## config.mk

```make
export PLATFORM = sky130hd
export DESIGN_NAME = real_power_dp
export DESIGN_NICKNAME = d
export VERILOG_FILES = /design/src/rtl/rpw_pkg.sv /design/src/rtl/rpw_hp_stage.sv /design/src/rtl/rpw_mult.sv /design/src/rtl/rpw_lp_stage.sv /design/src/rtl/real_power_dp.sv
export SDC_FILE = /design/constraint.sdc
export NUM_CORES = 1
export LEC_CHECK = 0
export BUFFER_PORTS_ARGS = -buffer_cell sky130_fd_sc_hd__buf_2
export CORE_MARGIN = 2
export CORE_UTILIZATION = 70
export DETAILED_ROUTE_END_ITERATION = 8
export GPL_TIMING_DRIVEN = 0
export PLACE_DENSITY = 0.95
export SLEW_MARGIN = 40
export SYNTH_ARGS = -nofsm -noshare
export SYNTH_HDL_FRONTEND = slang
export SYNTH_HIERARCHICAL = 1
export SYNTH_SLANG_ARGS = --single-unit
```

## constraint.sdc

```tcl
create_clock -name clk -period 16.65 [get_ports clk]
set_clock_uncertainty 0.15 [all_clocks]
set_input_delay 0.8325 -clock clk [delete_from_list [all_inputs] [get_ports clk]]
set_output_delay 0.8325 -clock clk [all_outputs]
set_load 0.005 [all_outputs]
```

## src/rtl/rpw_pkg.sv

```systemverilog
package rpw_pkg;
  localparam int SMP_W = 16;
  localparam int PRD_W = 2 * SMP_W;
  localparam int N_CH  = 2;
  typedef logic signed [SMP_W-1:0] smp_t;
endpackage

```

## src/rtl/rpw_hp_stage.sv

```systemverilog
module rpw_hp_stage #(
  parameter int DW       = rpw_pkg::SMP_W,
  parameter int HP_SHIFT = 9
) (
  input  logic                 clk,
  input  logic                 rst_n,
  input  logic                 clr_n,
  input  logic                 hpf_en,
  input  logic                 in_vld,
  input  logic signed [DW-1:0] x,
  output logic signed [DW-1:0] y_q
);
  localparam int EW = DW + HP_SHIFT + 1;
  localparam logic signed [EW-1:0] Y_MAX = {{(HP_SHIFT+2){1'b0}}, {(DW-1){1'b1}}};
  localparam logic signed [EW-1:0] Y_MIN = {{(HP_SHIFT+2){1'b1}}, {(DW-1){1'b0}}};

  logic signed [EW-1:0] est_q, est_d, x_w, dc, diff;
  logic signed [DW-1:0] y_d, y_hp;

  always_comb begin
    x_w  = {{(HP_SHIFT+1){x[DW-1]}}, x};
    dc   = est_q >>> HP_SHIFT;
    diff = x_w - dc;
    if (diff > Y_MAX)      y_hp = Y_MAX[DW-1:0];
    else if (diff < Y_MIN) y_hp = Y_MIN[DW-1:0];
    else                   y_hp = diff[DW-1:0];
    est_d = est_q;
    y_d   = y_q;
    if (!clr_n) begin
      est_d = '0;
      y_d   = '0;
    end else if (in_vld) begin
      est_d = est_q + diff;
      y_d   = hpf_en ? y_hp : x;
    end
  end

  always_ff @(posedge clk or negedge rst_n) begin
    if (!rst_n) begin
      est_q <= '0;
      y_q   <= '0;
    end else begin
      est_q <= est_d;
      y_q   <= y_d;
    end
  end

  // bypassed stage passes the sample through untouched
  a_r3_bypass_pass: assert property (@(posedge clk) disable iff (!rst_n)
    (!hpf_en && in_vld && clr_n) |=> (y_q == $past(x)));
endmodule

```

## src/rtl/rpw_mult.sv

```systemverilog
module rpw_mult #(
  parameter int DW = rpw_pkg::SMP_W
) (
  input  logic                   clk,
  input  logic                   rst_n,
  input  logic                   clr_n,
  input  logic                   in_vld,
  input  logic signed [DW-1:0]   a,
  input  logic signed [DW-1:0]   b,
  output logic signed [2*DW-1:0] p_q
);
  logic signed [2*DW-1:0] p_d;

  always_comb begin
    p_d = p_q;
    if (!clr_n)      p_d = '0;
    else if (in_vld) p_d = a * b;
  end

  always_ff @(posedge clk or negedge rst_n) begin
    if (!rst_n) p_q <= '0;
    else        p_q <= p_d;
  end

  // registered product is the exact signed product of the operands
  a_r5_exact_product: assert property (@(posedge clk) disable iff (!rst_n)
    (in_vld && clr_n) |=> (p_q == $past(a) * $past(b)));
endmodule

```

## src/rtl/rpw_lp_stage.sv

```systemverilog
module rpw_lp_stage #(
  parameter int PW        = rpw_pkg::PRD_W,
  parameter int LP_SHIFT  = 8,
  parameter int OUT_W     = 24,
  parameter int OUT_SHIFT = 4
) (
  input  logic                    clk,
  input  logic                    rst_n,
  input  logic                    clr_n,
  input  logic                    in_vld,
  input  logic signed [PW-1:0]    p,
  output logic signed [OUT_W-1:0] y
);
  localparam int AW = PW + LP_SHIFT + 1;
  localparam logic signed [AW-1:0] O_MAX = {{(AW-OUT_W+1){1'b0}}, {(OUT_W-1){1'b1}}};
  localparam logic signed [AW-1:0] O_MIN = {{(AW-OUT_W+1){1'b1}}, {(OUT_W-1){1'b0}}};

  logic signed [AW-1:0] acc_q, acc_d, p_w, avg, scl;

  always_comb begin
    p_w   = {{(LP_SHIFT+1){p[PW-1]}}, p};
    acc_d = acc_q;
    if (!clr_n)      acc_d = '0;
    else if (in_vld) acc_d = acc_q + p_w - (acc_q >>> LP_SHIFT);
  end

  always_ff @(posedge clk or negedge rst_n) begin
    if (!rst_n) acc_q <= '0;
    else        acc_q <= acc_d;
  end

  always_comb begin
    avg = acc_q >>> LP_SHIFT;
    scl = avg >>> OUT_SHIFT;
    if (scl > O_MAX)      y = O_MAX[OUT_W-1:0];
    else if (scl < O_MIN) y = O_MIN[OUT_W-1:0];
    else                  y = scl[OUT_W-1:0];
  end

  // accumulator only moves on a product strobe or a clear
  a_r8_hold_idle: assert property (@(posedge clk) disable iff (!rst_n)
    (!in_vld && clr_n) |=> $stable(acc_q));
endmodule

```

## src/rtl/real_power_dp.sv

```systemverilog
module real_power_dp #(
  parameter int HP_SHIFT  = 9,
  parameter int LP_SHIFT  = 8,
  parameter int OUT_W     = 24,
  parameter int OUT_SHIFT = 4
) (
  input  logic                         clk,
  input  logic                         rst_n,
  input  logic                         clr_n,
  input  logic                         hpf_en,
  input  logic                         smp_vld,
  input  logic signed [rpw_pkg::SMP_W-1:0] cur_smp,
  input  logic signed [rpw_pkg::SMP_W-1:0] volt_smp,
  output logic                         pwr_vld,
  output logic signed [OUT_W-1:0]      pwr_out
);
  import rpw_pkg::*;

  smp_t                     ch_in [N_CH];
  smp_t                     ch_hp [N_CH];
  logic signed [PRD_W-1:0]  prod;
  logic [2:0]               vp_q, vp_d;

  always_comb begin
    ch_in[0] = clr_n ? cur_smp  : '0;
    ch_in[1] = clr_n ? volt_smp : '0;
  end

  for (genvar c = 0; c < N_CH; c++) begin : g_ch
    rpw_hp_stage #(.DW(SMP_W), .HP_SHIFT(HP_SHIFT)) u_hp (
      .clk    (clk),
      .rst_n  (rst_n),
      .clr_n  (clr_n),
      .hpf_en (hpf_en),
      .in_vld (smp_vld),
      .x      (ch_in[c]),
      .y_q    (ch_hp[c])
    );
  end

  rpw_mult #(.DW(SMP_W)) u_mul (
    .clk    (clk),
    .rst_n  (rst_n),
    .clr_n  (clr_n),
    .in_vld (vp_q[0]),
    .a      (ch_hp[0]),
    .b      (ch_hp[1]),
    .p_q    (prod)
  );

  rpw_lp_stage #(.PW(PRD_W), .LP_SHIFT(LP_SHIFT), .OUT_W(OUT_W), .OUT_SHIFT(OUT_SHIFT)) u_lp (
    .clk    (clk),
    .rst_n  (rst_n),
    .clr_n  (clr_n),
    .in_vld (vp_q[1]),
    .p      (prod),
    .y      (pwr_out)
  );

  always_comb begin
    vp_d = clr_n ? {vp_q[1:0], smp_vld} : 3'b000;
  end

  always_ff @(posedge clk or negedge rst_n) begin
    if (!rst_n) vp_q <= '0;
    else        vp_q <= vp_d;
  end

  assign pwr_vld = vp_q[2];

  // a clear leaves output and strobe at zero
  a_r1_clear_quiet: assert property (@(posedge clk) disable iff (!rst_n)
    !clr_n |=> (!pwr_vld && pwr_out == '0));

  // a captured sample yields a result strobe two edges later
  a_r2_latency: assert property (@(posedge clk) disable iff (!rst_n)
    (smp_vld && clr_n) ##1 clr_n ##1 clr_n |=> pwr_vld);
endmodule

```

==> metrics.md, run 1 <==
| Metric | Value |
|---|---|
| Status | `complete, no violations` |
| RSZ-0062 raised after global routing | `false` |
| Yosys reg bits | `160` |
| R2R cell count | `19` |
| EDFF count, synth | `0` |
| CTS root buffer | `clkbuf_16` |
| Arr. time, crit path | `7.58 ns` |
| Final setup fails | `0` |
| Routed WL | `72600 µm` |
| Vias in the first global route | `23000` |
| RePlAce Congestion | `1.01` |
| Vias | `21800` |
| # H-tree levels | `4` |
| Post-CTS setup buffer count | `0` |
| CTS tree | `yes` |
| Post_cts resized | `0` |
| Die Area | `37600 µm²` |
| Fin. max-slew vios | `0` |
| Setup crit end kind | `register` |
| Cell area after synthesis | `25300 µm²` |
| Post-Syn Instances | `2950` |
| Avg Vias per Cell | `6.21` |
| Worst Path Max Fanout | `10` |
| Critical setup path kind | `reg2reg` |
| Final instance area | `26800 µm²` |
| Worst-path clk slew | `0.07 ns` |
| Final Hold Fails | `0` |
| Post-route ant nets | `0` |
| Setup TNS | `0 ns` |
| Slew HR | `41.2%` |
| Minimum clock period | `7.40 ns` |
| CP required | `16.83 ns` |
| Top_reg_cell synth | `dfrtp_1` |
| Starting density of the core | `71.1%` |
| Chip height | `194 µm` |
| First-pass GRT wire length | `118000 µm` |
| LEAKAGE | `13.3 nW` |
| Clock Path Buffers | `2` |
| Initial antenna violation count | `0` |
| Grt ovf | `0` |
| CP Launch Type | `register` |
| MaxCap Viol Count | `0` |
| Final #Nets | `3583` |
| Share of layout cells above drive strength 1 | `7.29%` |
| Most common cell after layout, fill and taps aside | `inv_1` |
| Worst Hold Class | `in2async` |
| Synth unique cells | `92` |
| Core Box Area | `35600 µm²` |
| Post-synthesis to final-layout area growth | `6.11%` |
| Placement Rows | `69` |
| Seq/Total Area, Yosys | `15.8%` |
| Initial DRC Count | `1741` |
| PortBufs | `61` |
| Io pins | `62` |
| Skew-Pair Late Insertion Delay | `0.48 ns` |
| Worst VDD drop | `0.257 mV` |
| Crit share post-route | `44.4%` |
| Sink Count | `160` |
| FMAX | `135 MHz` |
| Pwr/cell area | `213 nW/µm²` |
| CTS Hold Bufs | `0` |
| DRC Markers | `0` |
| Synthesis warning total | `6` |
| Syn avg cell area | `8.57 µm²` |
| Dpl cell area | `26200 µm²` |
| Largest net degree at the start of global routing | `66` |
| Share of flip-flops with an asynchronous set or reset | `100%` |
| Synthesized Nets | `3501` |
| Initial DRT Pass Iterations | `6` |
| Ant diodes | `0` |
| Gr usage total | `39.6%` |
| Post-detail-place hpwl | `59100 µm` |
| Most frequent cells in the layout | `511 x inv_1, 308 x nand2_1, 306 x fa_1` |
| Num CTS Buffers | `17` |
| Worst Max-Slew Pin Slew | `0.882 ns` |
| Die width | `194 µm` |
| Wire length per cell | `20.7 µm` |
synthesized netlist by cell type (7+ instances only):
cell type | number | area share [%]
xor2_1 | 29 | 1.0
buf_2 | 9 | 0.18
o211ai_1 | 16 | 0.48
o21bai_1 | 17 | 0.50
a211oi_1 | 19 | 0.56
o22ai_1 | 10 | 0.25
o21a_1 | 44 | 1.3
inv_1 | 511 | 7.6
nand4_1 | 27 | 0.67
nor3_1 | 40 | 0.79
fa_1 | 306 | 24
nor2b_1 | 71 | 1.8
dfrtp_1 | 160 | 16
buf_1 | 9 | 0.13
and2_2 | 37 | 1.1
o21ai_1 | 33 | 0.65
o211a_1 | 8 | 0.32
a21o_1 | 61 | 1.8
clkbuf_1 | 76 | 1.1
a21oi_1 | 154 | 3.0
o31ai_1 | 10 | 0.30
o221ai_1 | 10 | 0.35
a21oi_2 | 8 | 0.28
and3_1 | 7 | 0.17
nand2b_1 | 22 | 0.54
o21ai_2 | 8 | 0.28
nand2_1 | 308 | 4.6
xnor2_1 | 73 | 2.5
a21boi_0 | 27 | 0.80
nand3_1 | 37 | 0.73
mux2i_1 | 51 | 2.0
ha_1 | 208 | 10
nor2_1 | 93 | 1.4
and2_1 | 133 | 3.3
o21ai_0 | 143 | 2.8
a31oi_1 | 19 | 0.47
or3_1 | 11 | 0.27
nand3b_1 | 17 | 0.50
nor4_1 | 7 | 0.17
where the power goes:
group          internal (W)  total (W)  switching [W]
registers          0.000500   0.000666       0.000166
clock network      0.000215   0.000403       0.000188
logic               0.00183    0.00463        0.00280
worst paths after layout:
check / start / to / slack (ns)
setup / recovery: g_ch[1].u_hp/y_q[1]$_DFFE_PN0P_ / u_mul/p_q[31]$_DFFE_PN0P_ / 9.25
max in group asynchronous: rst_n / g_ch[1].u_hp/est_q[20]$_DFFE_PN0P_ / 15.50
min in group clk: u_mul/p_q[25]$_DFFE_PN0P_ / u_mul/p_q[25]$_DFFE_PN0P_ / 0.33
hold / removal: rst_n / u_lp/acc_q[4]$_DFFE_PN0P_ / 0.14
hold reg to reg: u_mul/p_q[25]$_DFFE_PN0P_ / u_mul/p_q[25]$_DFFE_PN0P_ / 0.33
setup reg to reg: g_ch[1].u_hp/y_q[1]$_DFFE_PN0P_ / u_mul/p_q[31]$_DFFE_PN0P_ / 9.25
sequential cells by signal (all words and copies together) (netlist names):
name             flops
g_ch.u_hp/y_q       32
vp_q                 3
u_mul/p_q           32
u_lp/acc_q          41
g_ch.u_hp/est_q     52
cell families after synthesis:
| family | share of synthesized area, % |
|---|---|
| flops | 15.8 |
| buf+inv | 9.42 |
| fa+ha+maj | 34.5 |
| compound gates | 17.0 |
| mux | 2.11 |
| simple gates | 17.4 |
| xor+xnor | 3.66 |
critical path: stages, from the launching register on:
cell	delay, ns
dfrtp_1	0.62
clkbuf_1	0.49
nand2_1	0.18
inv_1	0.17
fa_1	0.55
fa_1	0.99
fa_1	0.56
fa_1	0.59
fa_1	0.44
fa_1	0.44
ha_1	0.28
clkbuf_1	0.27
a21oi_1	0.16
o21ai_0	0.26
nor3_1	0.11
or4_1	0.41
a21oi_1	0.22
nor3_1	0.09
xnor2_1	0.18
a21oi_1	0.08
layout make-up:
class	count	area, µm²
multi-input cells	2172	18900
clock inverters	14	146
inverters	512	1920
repair buffers	63	373
fillers	2593	8750
clock buffers	18	439
well taps	461	577
plain buffers	106	460
flip-flops and latches	160	4000
per-layer routing:
layer	vias to the layer above	GRT usage [%]	wire length, µm
li1	9848	-	-
met1	10600	45.2	27100
met2	1024	69.9	36100
met3	331	5.41	4360
met4	0	25.7	5090
met5	-	0	0
stage by stage:
stage	power (W)	util (%)	instances	hold slack, ns	setup slack (ns)
final	0.00570	75.4	3506	0.137	9.25
after floorplan	0.00406	-	2950	0.300	10.50
after detailed placement	0.00517	73.8	3474	0.320	9.40
after global routing	0.00620	75.4	3506	0.167	9.01
after CTS	0.00561	75.4	3506	0.140	9.37
after global placement	0.00499	73.6	3472	0.311	9.58
No activity file was read; power rests on OpenSTA's default activity.
==> run 2, diff against run 1 <==
--- a/config.mk
+++ b/config.mk
@@ -7,10 +7,10 @@
 export LEC_CHECK = 0
 export BUFFER_PORTS_ARGS = -buffer_cell sky130_fd_sc_hd__buf_2
 export CORE_MARGIN = 2
-export CORE_UTILIZATION = 70
+export CORE_UTILIZATION = 66
 export DETAILED_ROUTE_END_ITERATION = 8
 export GPL_TIMING_DRIVEN = 0
-export PLACE_DENSITY = 0.95
+export PLACE_DENSITY = 0.93
 export SLEW_MARGIN = 40
 export SYNTH_ARGS = -nofsm -noshare
 export SYNTH_HDL_FRONTEND = slang
==> constraint.sdc (replaced) <==
create_clock -name clk -period 7.1 [get_ports clk]
set_clock_uncertainty 0.15 [all_clocks]
set_input_delay 0.355 -clock clk [delete_from_list [all_inputs] [get_ports clk]]
set_output_delay 0.355 -clock clk [all_outputs]
set_load 0.005 [all_outputs]
==> run 2 against run 1 <==
  * Sequential cell count did not move
  * Count of clock-buffer cells in the layout did not move
  * Fmax increased by 7.4%
  * Combinational power rose by 130%
  * Power rose by 130%
  * Utilization shrank 4.0 points
  * Final area rose by 0.30%
  * Sequential power grew 130%
  * Highest routed layer is now met5
  * Worst hold slack better by 0.055 ns
  * Critical endpoint is now u_mul/p_q[29]$_DFFE_PN0P_
==> metrics.md, run 2 (synthesis results as in run 1) <==
| Metric | Value |
|---|---|
| Final Hold Fails | `0 (unchanged)` |
| Fill cell count | `2838 (+9.4%)` |
| Worst Hold Class | `in2async` |
| Setup crit end kind | `register` |
| Critical setup path kind | `reg2reg` |
| FF+latch area | `4000 µm² (unchanged)` |
| Starting density of the core | `67.1% (-4.0 points)` |
| Worst path max stage delay | `0.61 ns (-0.38 ns)` |
| CP Launch Point | `g_ch[0].u_hp/y_q[7]$_DFFE_PN0P_` |
| Pwr/cell area | `493 nW/µm² (+130%)` |
| Post-synthesis to final-layout area growth | `6.42%` |
| Sink Count | `160 (unchanged)` |
| Largest registers | `g_ch.u_hp/est_q (52), u_lp/acc_q (41)` |
| Initial antenna violation count | `1 (+1)` |
| Total power | `0.0133 W (+130%)` |
| Util after Layout | `71.4% (-4.0 points)` |
| Final #Nets | `3584 (+0.028%)` |
| Delay-heaviest family, CP | `adder cells` |
| Skew-Pair Late Insertion Delay | `0.46 ns (-0.02 ns)` |
| Post-CTS setup buffer count | `0 (unchanged)` |
| Cells along the critical path | `clkbuf_1 > nand2_1 > fa_1 > inv_1 > fa_1 > inv_1 > fa_1 > inv_1 > fa_1 > fa_1 > inv_1 > fa_1 > inv_1 > ha_1 > buf_2 > nand4_2 > a21oi_2 > o21ai_2 > a21oi_2 > o21ai_1 > o21a_1 > o31a_1 > or3_1` |
| Wire length per cell | `19.4 µm (-6.1%)` |
| Vias in the first global route | `22800 (-0.89%)` |
| Initial DRT Pass Iterations | `8 (+2)` |
| Final setup fails | `0 (unchanged)` |
| Reg2reg start | `g_ch[0].u_hp/y_q[7]$_DFFE_PN0P_` |
| Post-detail-place hpwl | `56300 µm (-4.6%)` |
| Avg Vias per Cell | `6.07 (-2.2%)` |
| MaxCap Viol Count | `0 (unchanged)` |
| Gr usage total | `36.6% (-3.0 points)` |
| Status | `complete, no violations` |
| Num CTS Buffers | `17 (unchanged)` |
| # H-tree levels | `4 (unchanged)` |
| First-pass GRT wire length | `114000 µm (-3.7%)` |
| CP dominant cell by count | `fa_1` |
| DRC Markers | `0 (unchanged)` |
| Flop2flop setup slack | `0.21 ns (-9.04 ns)` |
| Worst-path clk slew | `0.07 ns (about the same)` |
| Largest net degree at the start of global routing | `69 (+4.5%)` |
| Slew HR | `46.2% (+5.1 points)` |
| Routed WL | `69100 µm (-4.8%)` |
| Placed cells | `3524 (+1.4%)` |
| Area occupied by multi-input gates | `18900 µm² (about the same)` |
| Crit share post-route | `97.0% (+53 points)` |
| Slowest CP cell | `dfrtp_1` |
| Io pins | `62 (unchanged)` |
| Worst Max-Slew Pin Slew | `0.806 ns (-0.0758 ns)` |
| Core Box Area | `37700 µm² (+5.9%)` |
| CTS root buffer | `clkbuf_16` |
| Largest register FFs | `52 (unchanged)` |
| Vias | `21600 (-0.79%)` |
| LEAKAGE | `13.4 nW (+0.22%)` |
| Final instance area | `26900 µm² (+0.30%)` |
| Fin. max-slew vios | `0 (unchanged)` |
| PortBufs | `61 (unchanged)` |
| Worst reg2reg endpoint | `u_mul/p_q[29]$_DFFE_PN0P_` |
| Most common cell after layout, fill and taps aside | `inv_1` |
| Most frequent cells in the layout | `511 x inv_1, 308 x nand2_1, 305 x fa_1` |
| Placement Rows | `71 (+2.9%)` |
| RePlAce Congestion | `1.02 (+1.1%)` |
| WHS | `0.192 ns (+0.0553 ns)` |
| Minimum clock period | `6.89 ns (-0.511 ns)` |
| CP Launch Type | `register` |
| Die Area | `39900 µm² (+5.9%)` |
| CP required | `7.28 ns (-9.55 ns)` |
| Die width | `200 µm (+2.9%)` |
| CTS tree | `yes` |
| Share of layout cells above drive strength 1 | `7.59% (+0.30 points)` |
| Post-route ant nets | `0 (unchanged)` |
| Initial DRC Count | `1580 (-9.2%)` |
| Clock Path Buffers | `2 (unchanged)` |
| Worst Path Max Fanout | `10 (unchanged)` |
| Most flop-heavy register | `g_ch.u_hp/est_q` |
| Worst VDD drop | `0.389 mV (+51%)` |
| Chip height | `200 µm (+2.9%)` |
| Buffers & Inverters on Critical Path | `7 (+4)` |
| Arr. time, crit path | `7.07 ns (-0.51 ns)` |
| Final cell count without fillers | `3556 (+1.4%)` |
| FMAX | `145 MHz (+7.4%)` |
| Dpl cell area | `26300 µm² (+0.24%)` |
| R2R cell count | `23 (+4)` |
| Grt ovf | `0 (unchanged)` |
| Ant diodes | `0 (unchanged)` |
-- run 2: cell types whose count changed in the layout (fill, tap and decap cells not counted), sizes merged --
cell	before	now
clkbuf	100	101
bufinv	1	2
inv	519	512
dlygate4sd3	0	1
buf	87	86
clkinv	5	10
-- run 2: report_power, final --
| part | switching [W] | total (W) | internal (W) |
|---|---|---|---|
| clock | 0.000410 | 0.000935 | 0.000525 |
| combinational | 0.00648 | 0.0108 | 0.00429 |
| sequential | 0.000380 | 0.00155 | 0.00117 |
-- run 2: timing repair --
action,4_1_cts,5_1_grt
hold endpoints to repair,98,0
hold buffers,1,0
resized for setup,0,17
endpoints found under the setup margin,0,5
-- run 2: layout make-up --
cell class / instances / share of cell area, %
Buffer: 106 / 1.75
Clock buffer: 18 / 1.63
Clock inverter: 13 / 0.521
Inverter: 512 / 7.14
Multi-Input combinational cell: 2172 / 70.3
Sequential cell: 160 / 14.9
Tap cell: 511 / 2.38
Timing Repair Buffer: 64 / 1.42
-- run 2: layer usage --
metal	vias to the layer above	global-route usage [%]	part of all wire, %
li1	9852	-	-
met1	10500	42.2	38
met2	969	63.5	49
met3	268	6.67	6.7
met4	2	22.0	5.9
met5	-	0	0.016
-- run 2: worst max-delay path by stage --
stage	endpoint	slack, ns	depth (start not counted)
2_1_floorplan	u_mul/p_q[29]$_DFFE_PN0P_	0.95	16
3_3_place_gp	u_mul/p_q[31]$_DFFE_PN0P_	0.13	19
3_5_place_dp	u_mul/p_q[31]$_DFFE_PN0P_	0.08	19
4_1_cts	u_mul/p_q[31]$_DFFE_PN0P_	0.06	19
5_1_grt	u_mul/p_q[30]$_DFFE_PN0P_	-0.006	20
6_report	u_mul/p_q[29]$_DFFE_PN0P_	0.21	23
-- run 2: stage by stage --
step,TNS [ns],setup WS (ns)
final,0,0.213
after detailed placement,0,0.0753
after global placement,0,0.134
after floorplan,0,0.950
after CTS,0,0.0621
after global routing,-0.00559,-0.00559
==> run 3, diff against run 2 <==
--- a/config.mk
+++ b/config.mk
@@ -14,5 +14,4 @@
 export SLEW_MARGIN = 40
 export SYNTH_ARGS = -nofsm -noshare
 export SYNTH_HDL_FRONTEND = slang
-export SYNTH_HIERARCHICAL = 1
 export SYNTH_SLANG_ARGS = --single-unit
==> run 3 against run 2 <==
  * Final cell count decreased by 3.9%
  * Die area fell by 3.5%
  * Count of clock-buffer cells in the layout up 3
  * Non-clock buffer count increased by 9
  * Synthesized cell count decreased by 3.9%
  * Via count shrank 1.2%
  * Setup slack got worse by 0.066 ns
==> metrics.md, run 3 <==
| Metric | Value |
|---|---|
| Status | `complete, no violations` |
| Largest registers | `g_ch.u_hp.est_q (52), u_lp.acc_q (41)` |
| EDFF count, synth | `0 (unchanged)` |
| Placement Rows | `70 (-1.4%)` |
| Final Hold Fails | `0 (unchanged)` |
| CTS root buffer | `clkbuf_16` |
| CP Launch Type | `register` |
| Util after Layout | `72.1% (+0.67 points)` |
| Io pins | `62 (unchanged)` |
| Initial antenna violation count | `4 (+3)` |
| Slew HR | `43.8% (-2.4 points)` |
| CP dominant cell by count | `fa_1` |
| Top_reg_cell synth | `dfrtp_1` |
| Slowest CP cell | `fa_1` |
| Starting density of the core | `66.8% (-0.35 points)` |
| Final setup fails | `0 (unchanged)` |
| Cells along the critical path | `clkbuf_4 > nand2_1 > fa_1 > fa_1 > fa_1 > inv_1 > fa_1 > fa_1 > inv_1 > fa_1 > inv_1 > ha_1 > or4_1 > a311oi_2 > nor3_2 > a31o_2 > a21oi_4 > o21bai_1 > o21bai_1 > xor2_1 > a211oi_2` |
| Minimum clock period | `6.95 ns (+0.0665 ns)` |
| Worst path max stage delay | `0.59 ns (-0.02 ns)` |
| Area occupied by multi-input gates | `17900 µm² (-5.1%)` |
| Vias | `21300 (-1.2%)` |
| Grt ovf | `0 (unchanged)` |
| Post-Syn Instances | `2835 (-3.9%)` |
| Hold Path Cell Cnt | `3` |
| R2R cell count | `21 (-8.7%)` |
| Core Box Area | `36500 µm² (-3.0%)` |
| Setup crit end kind | `register` |
| Sink Count | `160 (unchanged)` |
| Largest register FFs | `52 (unchanged)` |
| First-pass GRT wire length | `114000 µm (+0.85%)` |
| Seq/Total Area, Yosys | `16.4% (+0.58 points)` |
| Worst Hold Class | `in2reg` |
| Synth unique cells | `87 (-5.4%)` |
| FF+latch area | `4040 µm² (+0.87%)` |
| Final cell count without fillers | `3416 (-3.9%)` |
| Most common cell after layout, fill and taps aside | `inv_1` |
| Num CTS Buffers | `17 (unchanged)` |
| Share of the synthesized area in the top cell type | `25.1% (+0.89 points)` |
| Skew-Pair Late Insertion Delay | `0.47 ns (about the same)` |
| Flop2flop setup slack | `0.15 ns (-0.07 ns)` |
| Initial DRT Pass Iterations | `8 (unchanged)` |
| Clock Path Buffers | `2 (unchanged)` |
| Ranking of synthesized cells by area | `fa_1 25%, dfrtp_1 16%, ha_1 11%, inv_1 8.6%, nand2_1 4.1%` |
| Share of layout cells above drive strength 1 | `8.25% (+0.66 points)` |
| Crit share post-route | `97.9% (+0.94 points)` |
| CP required | `7.25 ns (-0.03 ns)` |
| Synthesis warning total | `0 (-6)` |
| Post-synthesis to final-layout area growth | `8.00%` |
| Gr usage total | `38.3% (+1.7 points)` |
| Cell area after synthesis | `24400 µm² (-3.5%)` |
| Share of flip-flops with an asynchronous set or reset | `100% (unchanged)` |
| Setup TNS | `0 ns (unchanged)` |
| Initial DRC Count | `1985 (+26%)` |
| Fin. max-slew vios | `0 (unchanged)` |
| Critical setup path kind | `reg2reg` |
| Post-detail-place hpwl | `55100 µm (-2.1%)` |
| MaxCap Viol Count | `0 (unchanged)` |
| Most flop-heavy register | `g_ch.u_hp.est_q` |
| # H-tree levels | `4 (unchanged)` |
| Largest net degree at the start of global routing | `70 (+1.4%)` |
| Die Area | `38500 µm² (-3.5%)` |
| RePlAce Congestion | `1.01 (-0.70%)` |
| Worst-path clk slew | `0.07 ns (about the same)` |
| FMAX | `144 MHz (-0.96%)` |
| Fill cell count | `2634 (-7.2%)` |
| Most frequent cells in the layout | `557 x inv_1, 304 x fa_1, 267 x nand2_1` |
| DRC Markers | `0 (unchanged)` |
| Yosys reg bits | `160 (unchanged)` |
| Worst Max-Slew Pin Slew | `0.843 ns (+0.0364 ns)` |
| Die width | `196 µm (-1.8%)` |
| Worst setup margin | `0.147 ns (-0.0665 ns)` |
| Chip height | `196 µm (-1.8%)` |
| Vias in the first global route | `22700 (-0.031%)` |
| Setup WS pre-CTS | `-0.475 ns (-0.550 ns)` |
| Wire length per cell | `20.8 µm (+7.2%)` |
| Post-route ant nets | `0 (unchanged)` |
| Synthesized Nets | `3386 (-3.3%)` |
| Routed WL | `71200 µm (+3.0%)` |
| Arr. time, crit path | `7.11 ns (+0.04 ns)` |
| CTS tree | `yes` |
| Synth top cells by count | `560 x inv_1, 306 x fa_1, 267 x nand2_1, 208 x ha_1, 161 x nor2_1` |
| Final #Nets | `3485 (-2.8%)` |
| Leading area contributor after synthesis | `fa_1` |
| Placed cells | `3366 (-4.5%)` |
| PortBufs | `61 (unchanged)` |
| Most numerous cell in the Yosys netlist | `inv_1` |
| Syn avg cell area | `8.60 µm² (+0.36%)` |
| Avg Vias per Cell | `6.25 (+2.9%)` |
| Worst Path Max Fanout | `10 (unchanged)` |
-- run 3: cell count changes in the layout (fill, tap and decap cells not counted), moves of 37 or more --
cell | before | now
o21ai_0 | 143 | 106
nor2b_1 | 71 | 19
nor2_1 | 93 | 160
nand2_1 | 308 | 267
inv_1 | 511 | 557
and2_2 | 37 | 0
-- run 3: area by class of cell --
type | count | area share (%)
Antenna cell | 2 | 0.0190
Sequential cell | 160 | 15.3
Buffer | 92 | 1.80
Multi-Input combinational cell | 2016 | 68.1
Inverter | 560 | 7.98
Clock inverter | 10 | 0.565
Timing Repair Buffer | 87 | 2.10
Tap cell | 468 | 2.22
Clock buffer | 21 | 1.82
-- run 3: cell families after synthesis --
kind of cell             share of synthesized area [%]
buffers and inverters                             10.3
multiplexers                                      2.46
XOR/XNOR                                          4.74
adder cells (fa/ha/maj)                           35.8
flip-flops                                        16.4
AND/OR/NAND/NOR                                   14.1
AO/OA/AOI/OAI                                     16.2
-- run 3: repair_timing --
action                                 CTS  global route
buffers inserted                         0            23
resized for setup                       52            77
endpoints found under the hold margin   63             0
pin swaps                                1             8
setup endpoints to repair                8             8
hold buffers                             1             0
-- run 3: worst max-delay path: cells and delay by family (launching register included) --
family	cells	cell delay, ns
buf+inv	4	0.45
fa+ha+maj	7	3.37
simple gates	3	0.81
flops	1	0.47
compound gates	6	1.21
xor+xnor	1	0.32
-- run 3: through the flow --
step           hold WS, ns  area, µm²
4_1_cts             0.0502      26100
2_1_floorplan      -0.0906      24400
3_3_place_gp         0.346      25300
5_1_grt             0.0875      26300
3_5_place_dp         0.110      25300
6_report            0.0445      26300
-- run 3: path summary, 6_finish.rpt --
| path | start | end |
|---|---|---|
| worst max register to register | g_ch[1].u_hp.y_q[3]$_DFFE_PN0P_ | u_mul.p_q[30]$_DFFE_PN0P_ |
| min in group asynchronous | rst_n | g_ch[0].u_hp.est_q[14]$_DFFE_PN0P_ |
| max in group asynchronous | rst_n | g_ch[0].u_hp.y_q[7]$_DFFE_PN0P_ |
| worst min-delay path | volt_smp[15] | g_ch[1].u_hp.y_q[15]$_DFFE_PN0P_ |
| worst min register to register | g_ch[0].u_hp.est_q[13]$_DFFE_PN0P_ | g_ch[0].u_hp.est_q[13]$_DFFE_PN0P_ |
| worst max-delay path | g_ch[1].u_hp.y_q[3]$_DFFE_PN0P_ | u_mul.p_q[30]$_DFFE_PN0P_ |
-- run 3: per-layer routing --
| metal | vias up | wire length (µm) | share of wire, % | GRT usage (%) |
|---|---|---|---|---|
| met5 | - | 14 | 0.020 | 0 |
| met4 | 2 | 4730 | 6.6 | 23.8 |
| met3 | 369 | 7020 | 9.9 | 9.52 |
| met2 | 1248 | 33700 | 47 | 63.4 |
| met1 | 10400 | 25700 | 36 | 45.2 |
| li1 | 9311 | - | - | - |
Power of run 3 is left out: the tool's default activity adds up to more than one toggle a clock period on the data nets, which glitch-free logic cannot reach.
